$ cat config.mk
export PLATFORM = sky130hd
export DESIGN_NAME = pf_conf_filter
export DESIGN_NICKNAME = d
export VERILOG_FILES = /design/src/rtl/pf_filter_pkg.sv /design/src/rtl/pf_queue.sv /design/src/rtl/pf_steer.sv /design/src/rtl/pf_pick.sv /design/src/rtl/pf_conf_filter.sv
export SDC_FILE = /design/constraint.sdc
export NUM_CORES = 1
export LEC_CHECK = 0
export BUFFER_PORTS_ARGS = -buffer_cell sky130_fd_sc_hd__buf_2
export CORE_MARGIN = 2
export CORE_UTILIZATION = 61
export CTS_CLUSTER_DIAMETER = 150
export DETAILED_ROUTE_END_ITERATION = 8
export GPL_TIMING_DRIVEN = 0
export PLACE_DENSITY_LB_ADDON = 0.12
export SETUP_SLACK_MARGIN = 0.05
export SYNTH_ARGS = -nofsm -noshare
export SYNTH_HDL_FRONTEND = slang
export SYNTH_SLANG_ARGS = --single-unit
$ cat constraint.sdc
create_clock -name clk -period 6.9 [get_ports clk]
set_input_delay 0.345 -clock clk [delete_from_list [all_inputs] [get_ports clk]]
set_output_delay 0.345 -clock clk [all_outputs]
set_load 0.03 [all_outputs]
$ cat src/rtl/pf_filter_pkg.sv
package pf_filter_pkg;

    typedef enum logic [1:0] {
        CONF_LOW  = 2'd0,
        CONF_MED  = 2'd1,
        CONF_HIGH = 2'd2,
        CONF_TOP  = 2'd3
    } conf_e;

    typedef enum logic [1:0] {
        DROP_NONE  = 2'd0,
        DROP_CONF  = 2'd1,
        DROP_FULL  = 2'd2,
        DROP_MERGE = 2'd3
    } drop_e;

    typedef enum logic [1:0] {
        STEER_NONE = 2'd0,
        STEER_HI   = 2'd1,
        STEER_LO   = 2'd2,
        STEER_DROP = 2'd3
    } steer_e;

endpackage

$ cat src/rtl/pf_queue.sv
module pf_queue #(
    parameter int AW    = 16,
    parameter int RW    = 8,
    parameter int PW    = 4,
    parameter int DEPTH = 8
) (
    input  logic          clk,
    input  logic          rst_n,
    input  logic          push,
    input  logic [AW-1:0] push_addr,
    input  logic [RW-1:0] push_region,
    input  logic [PW-1:0] push_pos,
    input  logic          pop,
    input  logic [AW-1:0] probe_addr,
    output logic          probe_hit,
    output logic [AW-1:0] head_addr,
    output logic [RW-1:0] head_region,
    output logic [PW-1:0] head_pos,
    output logic          empty,
    output logic          full
);
    localparam int PTR_W = (DEPTH > 1) ? $clog2(DEPTH) : 1;
    localparam int CW    = PTR_W + 1;

    typedef struct packed {
        logic [AW-1:0] addr;
        logic [RW-1:0] region;
        logic [PW-1:0] pos;
    } slot_t;

    typedef struct packed {
        logic [PTR_W-1:0] wr;
        logic [PTR_W-1:0] rd;
        logic [CW-1:0]    cnt;
    } ctl_t;

    ctl_t  ctl_d, ctl_q;
    slot_t mem_d [DEPTH];
    slot_t mem_q [DEPTH];
    logic  push_ok, pop_ok;
    logic [DEPTH-1:0] slot_hit;

    assign empty   = (ctl_q.cnt == '0);
    assign full    = (ctl_q.cnt == CW'(DEPTH));
    assign push_ok = push && !full;
    assign pop_ok  = pop && !empty;

    assign head_addr   = mem_q[ctl_q.rd].addr;
    assign head_region = mem_q[ctl_q.rd].region;
    assign head_pos    = mem_q[ctl_q.rd].pos;

    for (genvar i = 0; i < DEPTH; i++) begin : g_probe
        logic [PTR_W-1:0] age;
        assign age         = PTR_W'(i) - ctl_q.rd;
        assign slot_hit[i] = (CW'(age) < ctl_q.cnt) && (mem_q[i].addr == probe_addr);
    end
    assign probe_hit = |slot_hit;

    always_comb begin
        ctl_d = ctl_q;
        for (int k = 0; k < DEPTH; k++) mem_d[k] = mem_q[k];
        if (push_ok) begin
            mem_d[ctl_q.wr] = '{addr: push_addr, region: push_region, pos: push_pos};
            ctl_d.wr        = ctl_q.wr + 1'b1;
        end
        if (pop_ok) ctl_d.rd = ctl_q.rd + 1'b1;
        ctl_d.cnt = ctl_q.cnt + CW'(push_ok) - CW'(pop_ok);
    end

    always_ff @(posedge clk) begin
        if (!rst_n) ctl_q <= '0;
        else        ctl_q <= ctl_d;
        for (int k = 0; k < DEPTH; k++) mem_q[k] <= mem_d[k];
    end
endmodule

$ cat src/rtl/pf_steer.sv
module pf_steer
    import pf_filter_pkg::*;
(
    input  logic        req,
    input  logic [1:0]  conf,
    input  logic        warm,
    input  logic        hi_full,
    input  logic        lo_full,
    input  logic        hi_hit,
    input  logic        lo_hit,
    output steer_e      steer,
    output drop_e       cause
);
    always_comb begin
        steer = STEER_NONE;
        cause = DROP_NONE;
        if (req) begin
            if (warm && conf == CONF_LOW) begin
                steer = STEER_DROP;
                cause = DROP_CONF;
            end else if (hi_hit || lo_hit) begin
                steer = STEER_DROP;
                cause = DROP_MERGE;
            end else if (warm) begin
                steer = hi_full ? STEER_DROP : STEER_HI;
                cause = hi_full ? DROP_FULL : DROP_NONE;
            end else begin
                steer = lo_full ? STEER_DROP : STEER_LO;
                cause = lo_full ? DROP_FULL : DROP_NONE;
            end
        end
    end
endmodule

$ cat src/rtl/pf_pick.sv
module pf_pick (
    input  logic hi_empty,
    input  logic lo_empty,
    input  logic ready,
    output logic valid,
    output logic sel_hi,
    output logic pop_hi,
    output logic pop_lo
);
    assign sel_hi = !hi_empty;
    assign valid  = !hi_empty || !lo_empty;
    assign pop_hi = ready && !hi_empty;
    assign pop_lo = ready && hi_empty && !lo_empty;
endmodule

$ cat src/rtl/pf_conf_filter.sv
module pf_conf_filter
    import pf_filter_pkg::*;
#(
    parameter int AW    = 16,
    parameter int RW    = 8,
    parameter int PW    = 4,
    parameter int DEPTH = 8
) (
    input  logic          clk,
    input  logic          rst_n,
    input  logic          in_valid,
    input  logic [AW-1:0] in_addr,
    input  logic [RW-1:0] in_region,
    input  logic [PW-1:0] in_pos,
    input  logic [1:0]    in_conf,
    input  logic          in_warm,
    output logic          out_valid,
    input  logic          out_ready,
    output logic          out_hi,
    output logic [AW-1:0] out_addr,
    output logic [RW-1:0] out_region,
    output logic [PW-1:0] out_pos,
    output logic          drop_valid,
    output logic [1:0]    drop_cause,
    output logic [AW-1:0] drop_addr,
    output logic [RW-1:0] drop_region,
    output logic [PW-1:0] drop_pos,
    output logic          iss_valid,
    output logic          iss_hi,
    output logic [AW-1:0] iss_addr,
    output logic [RW-1:0] iss_region,
    output logic [PW-1:0] iss_pos
);
    typedef struct packed {
        logic          drop_v;
        logic [1:0]    drop_c;
        logic [AW-1:0] drop_a;
        logic [RW-1:0] drop_r;
        logic [PW-1:0] drop_p;
        logic          iss_v;
        logic          iss_h;
        logic [AW-1:0] iss_a;
        logic [RW-1:0] iss_r;
        logic [PW-1:0] iss_p;
    } ev_t;

    ev_t ev_d, ev_q;

    logic          hi_empty, hi_full, hi_hit, pop_hi;
    logic          lo_empty, lo_full, lo_hit, pop_lo;
    logic [AW-1:0] hi_a, lo_a;
    logic [RW-1:0] hi_r, lo_r;
    logic [PW-1:0] hi_p, lo_p;
    steer_e        steer;
    drop_e         cause;
    logic          sel_hi;

    pf_steer i_steer (
        .req     (in_valid),
        .conf    (in_conf),
        .warm    (in_warm),
        .hi_full (hi_full),
        .lo_full (lo_full),
        .hi_hit  (hi_hit),
        .lo_hit  (lo_hit),
        .steer   (steer),
        .cause   (cause)
    );

    pf_queue #(.AW(AW), .RW(RW), .PW(PW), .DEPTH(DEPTH)) i_hi_q (
        .clk         (clk),
        .rst_n       (rst_n),
        .push        (steer == STEER_HI),
        .push_addr   (in_addr),
        .push_region (in_region),
        .push_pos    (in_pos),
        .pop         (pop_hi),
        .probe_addr  (in_addr),
        .probe_hit   (hi_hit),
        .head_addr   (hi_a),
        .head_region (hi_r),
        .head_pos    (hi_p),
        .empty       (hi_empty),
        .full        (hi_full)
    );

    pf_queue #(.AW(AW), .RW(RW), .PW(PW), .DEPTH(DEPTH)) i_lo_q (
        .clk         (clk),
        .rst_n       (rst_n),
        .push        (steer == STEER_LO),
        .push_addr   (in_addr),
        .push_region (in_region),
        .push_pos    (in_pos),
        .pop         (pop_lo),
        .probe_addr  (in_addr),
        .probe_hit   (lo_hit),
        .head_addr   (lo_a),
        .head_region (lo_r),
        .head_pos    (lo_p),
        .empty       (lo_empty),
        .full        (lo_full)
    );

    pf_pick i_pick (
        .hi_empty (hi_empty),
        .lo_empty (lo_empty),
        .ready    (out_ready),
        .valid    (out_valid),
        .sel_hi   (sel_hi),
        .pop_hi   (pop_hi),
        .pop_lo   (pop_lo)
    );

    assign out_hi     = sel_hi;
    assign out_addr   = sel_hi ? hi_a : lo_a;
    assign out_region = sel_hi ? hi_r : lo_r;
    assign out_pos    = sel_hi ? hi_p : lo_p;

    always_comb begin
        ev_d        = '0;
        ev_d.drop_v = (steer == STEER_DROP);
        ev_d.drop_c = cause;
        ev_d.drop_a = in_addr;
        ev_d.drop_r = in_region;
        ev_d.drop_p = in_pos;
        ev_d.iss_v  = out_valid && out_ready;
        ev_d.iss_h  = sel_hi;
        ev_d.iss_a  = out_addr;
        ev_d.iss_r  = out_region;
        ev_d.iss_p  = out_pos;
    end

    always_ff @(posedge clk) begin
        if (!rst_n) ev_q <= '0;
        else        ev_q <= ev_d;
    end

    assign drop_valid  = ev_q.drop_v;
    assign drop_cause  = ev_q.drop_c;
    assign drop_addr   = ev_q.drop_a;
    assign drop_region = ev_q.drop_r;
    assign drop_pos    = ev_q.drop_p;
    assign iss_valid   = ev_q.iss_v;
    assign iss_hi      = ev_q.iss_h;
    assign iss_addr    = ev_q.iss_a;
    assign iss_region  = ev_q.iss_r;
    assign iss_pos     = ev_q.iss_p;
endmodule

# [Word-level counts from Yosys, hierarchy flattened]
# Memory sizes are Yosys's and may differ from the RTL's. A register that Yosys moved wholly into a read port is not among the register bits.
# Index checks and enable logic that the tools add are counted.
[totals] n_memories=2 word_cells=154 input_bits=35 output_inout_bits=91 register_bits=81 ramBits=448
[classes] muxes=26 n_bitwise=4 eq_ne=21 n_lt_le_gt_ge=20 n_reduce_logical=40 n_addsub=24
[mem_list] name="i_hi_q.mem_q" depth=8 word_bits=28 rd=9 rd_clocked_by_memory_dff=1 write_ports=8 line="pf_queue.sv:39" source="slot_t mem_q [DEPTH];"
[mem_list] name="i_lo_q.mem_q" depth=8 word_bits=28 rd=9 rd_clocked_by_memory_dff=1 write_ports=8 line="pf_queue.sv:39"
[op_table] operator="bitwise mux 224 bit" count=2
[op_table] operator="2-to-1 mux 224 bit" count=2
[op_table] operator="== test 16 bit" count=16
[op_table] operator="demux 28 bit (select 3 bit)" count=2
[op_table] operator="less-than comparator 3 x 4 -> 1 bit" count=16
[op_table] operator="2-to-1 mux 28 bit" count=2
[op_table] operator="logical AND 1 bit" count=27
[op_table] operator="subtractor 3 bit (first input constant)" count=8
[op_table] operator="2-to-1 mux 2 bit" count=9
[op_table] operator="2-to-1 mux 16 bit" count=1
[op_table] operator="OR reduction 8 bit" count=2
[op_table] operator="adder 3 x 1 -> 3 bit (second input constant)" count=4
[op_table] operator="2-to-1 mux 3 bit" count=4
[op_table] operator="subtractor 1 x 3 -> 3 bit (first input constant)" count=4
[op_table] operator="subtractor 2 x 3 -> 3 bit (first input constant)" count=4
[op_table] operator="adder 4 x 1 -> 4 bit" count=2
[op_table] operator="== test 4 bit (second input constant)" count=2
[op_table] operator="greater-or-equal comparator 4 bit (second input constant)" count=2
[op_table] operator="zero test 4 bit" count=2
[op_table] operator="less-than comparator 4 x 1 -> 1 bit (second input constant)" count=2
[op_table] operator="2-to-1 mux 8 bit" count=1
[op_table] operator="NOT 3 -> 4 bit" count=2
[op_table] operator="subtractor 4 x 1 -> 4 bit" count=2
[op_table] operator="== test 2 bit (second input constant)" count=2
[op_table] operator="9 further kinds" count=15

# [Longest topological paths before layout]
[depth] depth_word=12 depth_mapped=16 ltp_nobuf=15

# [Modules after synthesis]
# A second synthesis with hierarchy kept.
[unflattened] cells_unflattened=1465 area_unflattened_um2=24120.6
[modules_own_cells] module="pf_queue at i_hi_q" cells_per_inst=631 area_per_inst_um2=10910.5 seq_area_each_um2=6986.7 instances=1
[modules_own_cells] module="pf_queue at i_lo_q" cells_per_inst=630 area_per_inst_um2=10895.4 seq_area_each_um2=6986.7 instances=1
[modules_own_cells] module="pf_conf_filter" cells_per_inst=189 area_per_inst_um2=2224.6 seq_area_each_um2=1221.2 instances=1
[modules_own_cells] module="pf_steer" cells_per_inst=11 area_per_inst_um2=67.6 seq_area_each_um2=0.0 instances=1
[modules_own_cells] module="pf_pick" cells_per_inst=4 area_per_inst_um2=22.5 seq_area_each_um2=0.0 instances=1

# [Least setup slack after synthesis]
# OpenSTA, ideal clock, no wires.
[synth_path] path_type="reg2reg" startpoint="register i_lo_q.ctl_q[5] (netlist name)" endpoint="memory i_hi_q.mem_q[0][0] (netlist bit), enable pin" required_time_ns=6.406 synth_period_minus_slack_ns=6.005 path_slack_ns=0.895 t_arrival_ns=5.511 stages_incl_launch_ff=12 setup_ns=0.494 n_path_buf=1 path_cell_list="dfxtp_1 -> inv_1 -> ha_1 -> inv_1 -> ha_1 -> a21o_1 -> a21o_1 -> a21oi_1 -> or4_4 -> or4_4 -> buf_6 -> nor4b_1"
[synth_lines] item="to (decl)" line="pf_queue.sv:39"

==> flow_summary.ini <==
[run_status]
outcome = finished, final reports clean

[hold_path]
hp-class = in -> reg

[cts]
clkTransAtPathRegs_ns = 0.06
cts_inserted_buffers = 54
clk_path_buf_depth = 3
clockRootBuffer = clkbuf_16
cts_tree = done
clock-sinks = 535
ctsHtreeMaxLevel = 2
insertion_delay_ns = 0.60

[synthesis]
synth_cells = 1496
synth_most_common_cell = edfxtp_1
synth_edf_count = 448
ys_top_cells_by_count = edfxtp_1 (448), xnor2_1 (201), mux4_2 (112)
yosys.area.top_type_share_pct = 56.3
synth_fp_nets = 1575
ys_async_sr_fraction_pct = 0
synth_area_per_cell_um2 = 16.0
synth_flop_cell = edfxtp_1
seq_area_frac_synth_pct = 63.6
synth_cell_types = 44
synth_seq_cells = 535
ys_top_cells_by_area = edfxtp_1 (56%), mux4_2 (11%), xnor2_1 (7.4%)
synth_area_um2 = 23900
synth_largest_area_cell = edfxtp_1
synth_warnings = 0

[critical_path]
start_kind = flip-flop
arrival_ns = 5.30
slowest_stage = nor4_1
cp.required_ns = 7.20
cp_slowest_stage_delay_ns = 0.85
cp_num_buf_inv = 5
cp_cell_sequence = inv_1 > ha_1 > inv_1 > ha_1 > a21o_1 > a21o_1 > a21oi_1 > or4_4 > nor4_1 > nand3_1 > nor3_2 > buf_8 > buf_6 > buf_6
cp_top_family = simple AND/OR/NAND/NOR gates
crit_path_max_fanout = 9
path_class = reg -> reg
reg2reg_setup_slack_ns = 1.90
end_kind = flip-flop

[sta]
post-route-min-period_ns = 5.00
rsz0062_at_grt = no
fmax_mhz = 200
hold_viol_final = 0
fin_worst_skew_ns = 0.0176
worstMarginPinSlew_ns = 1.36
slew_viol_final = 0
setup_viol = 0
fin_ws_ns = 1.90
slew_headroom_pct = 9.25
fin_crit_sh_pct = 72.5
setup_tns_ns = 0

[die]
fp.dieW_um = 202
die_h_um = 202
core_um2 = 38600
die-area_um2 = 40800
io_pins = 126
initial_core_util_pct = 61.8
rows = 72

[route]
antenna_left = 0
drtPass1Iterations = 5
vias_per_cell = 6.20
num_vias = 14100
routed_wl_mm = 64.4
post_drt_wl_per_cell_um = 28.2
first_iter_violations = 1627
drc = 0

[place]
portBuffers = 125
dpl_cell_area_um2 = 25700
dp.cells = 2174
preCtsSetupSlack_ns = 1.86
dpl.hpwl_mm = 44.4
gp_congestion = 0.950

[finish]
num-fill-cells = 2476
fin_nets = 1792
fin_cells = 2281
drive_gt1_share_pct = 25.3
postLayoutCoreUtil_pct = 71.3
area_growth_pct = 15.3
design_area_um2 = 27500

[grt]
grt_max_degree = 29
grt_pass1_vias = 14100
gr-total-overflow = 0
grt_pass1_wl_mm = 92.6
antenna_found_initial = 4
grt_usage_pct = 32.0

[pwr]
ir_drop_uv = 303
p_leak_nw = 9.21
p_per_area_nw_per_um2 = 354

[flow_run]
maxCapViolCount = 0
[metrics by stage]
stage          total power [mW]  hold slack, ns
6_report                   9.76          0.0597
5_1_grt                    10.1          0.0841
4_1_cts                    9.77          0.0261
3_5_place_dp               6.83           0.531
3_3_place_gp               6.75           0.499
2_1_floorplan              5.93           0.444
[worst reg2reg max path: stages (launching register included)]
cell	delay [ns]
dfxtp_1	0.43
inv_1	0.09
ha_1	0.33
inv_1	0.06
ha_1	0.26
a21o_1	0.13
a21o_1	0.12
a21oi_1	0.06
or4_4	0.49
nor4_1	0.85
nand3_1	0.45
nor3_2	0.84
buf_8	0.25
buf_6	0.17
buf_6	0.17
[state kept, by name (all words and copies together), names as in the netlist, named ones only]
register,count
iss_region,8
iss_pos,4
iss_valid,1
i_hi_q.mem_q,224
iss_addr,16
i_hi_q.ctl_q,10
drop_valid,1
drop_region,8
drop_addr,16
drop_cause,2
drop_pos,4
iss_hi,1
i_lo_q.mem_q,224
i_lo_q.ctl_q,10
[worst paths after layout]
check	startpoint	to	cells after the start
worst min-delay path	in_valid	drop_cause[0]	3
worst min register to register	i_lo_q.ctl_q[7]	i_lo_q.ctl_q[7]	2
worst max register to register	i_lo_q.ctl_q[5]	i_lo_q.mem_q[1][24]	14
worst max-delay path	i_lo_q.ctl_q[5]	i_lo_q.mem_q[1][24]	14
[logic make-up after synthesis]
group | share of synthesized area [%]
xor+xnor | 9.90
compound gates | 2.79
fa+ha+maj | 2.37
simple gates | 6.18
buf+inv | 3.26
flops | 63.6
mux | 11.9
[cell type report]
class | count | area, µm² | area share [%]
clock inverters | 29 | 274 | 0.995
inverters | 35 | 131 | 0.477
flip-flops and latches | 535 | 15200 | 55.2
well taps | 518 | 648 | 2.35
clock buffers | 73 | 1550 | 5.64
multi-input cells | 814 | 8000 | 29.0
diodes | 4 | 10.0 | 0.0363
plain buffers | 112 | 648 | 2.35
repair buffers | 161 | 1080 | 3.93
[where the power goes]
part | switching [mW] | internal [mW] | leakage, nW
clock network | 1.24 | 1.73 | 0.896
logic | 1.84 | 1.19 | 3.55
registers | 0.0827 | 3.67 | 4.76
total | 3.17 | 6.60 | 9.21
[metal layers]
layer | global-route usage, % | routed length, µm | up-vias
met3 | 7.29 | 6650 | 134
met4 | 12.5 | 2150 | 2
li1 | - | - | 6083
met1 | 44.9 | 25600 | 7151
met2 | 49.5 | 30000 | 779
met5 | 0 | 13 | -
[what timing repair did]
action,4_1_cts,5_1_grt
buffers inserted,0,0
endpoints found under the hold margin,1,0
endpoints found under the setup margin,0,0
resized for setup,0,0
hold buffers,1,0
[cell usage in the layout, fill, tap and decap left out, types with 3 or more instances in the layout]
master,n
edfxtp_1,448
xnor2_1,201
buf_2,142
mux4_2,112
dfxtp_1,87
xor2_1,69
and2_1,60
nand4_1,56
a21oi_1,55
clkbuf_16,55
clkbuf_1,44
buf_4,43
ha_1,42
inv_1,34
mux2i_1,32
nor4_1,29
nor2b_1,28
a211oi_1,28
buf_6,26
nor2_1,23
o21ai_0,15
nand2_1,14
buf_1,13
a21o_1,12
clkbuf_8,11
clkinv_1,9
clkinv_2,9
buf_12,6
diode_2,4
bufinv_16,4
buf_8,4
nand2b_1,3
or2_2,3
nand3_1,3
Note: power is estimated with default switching activity, not from simulation.
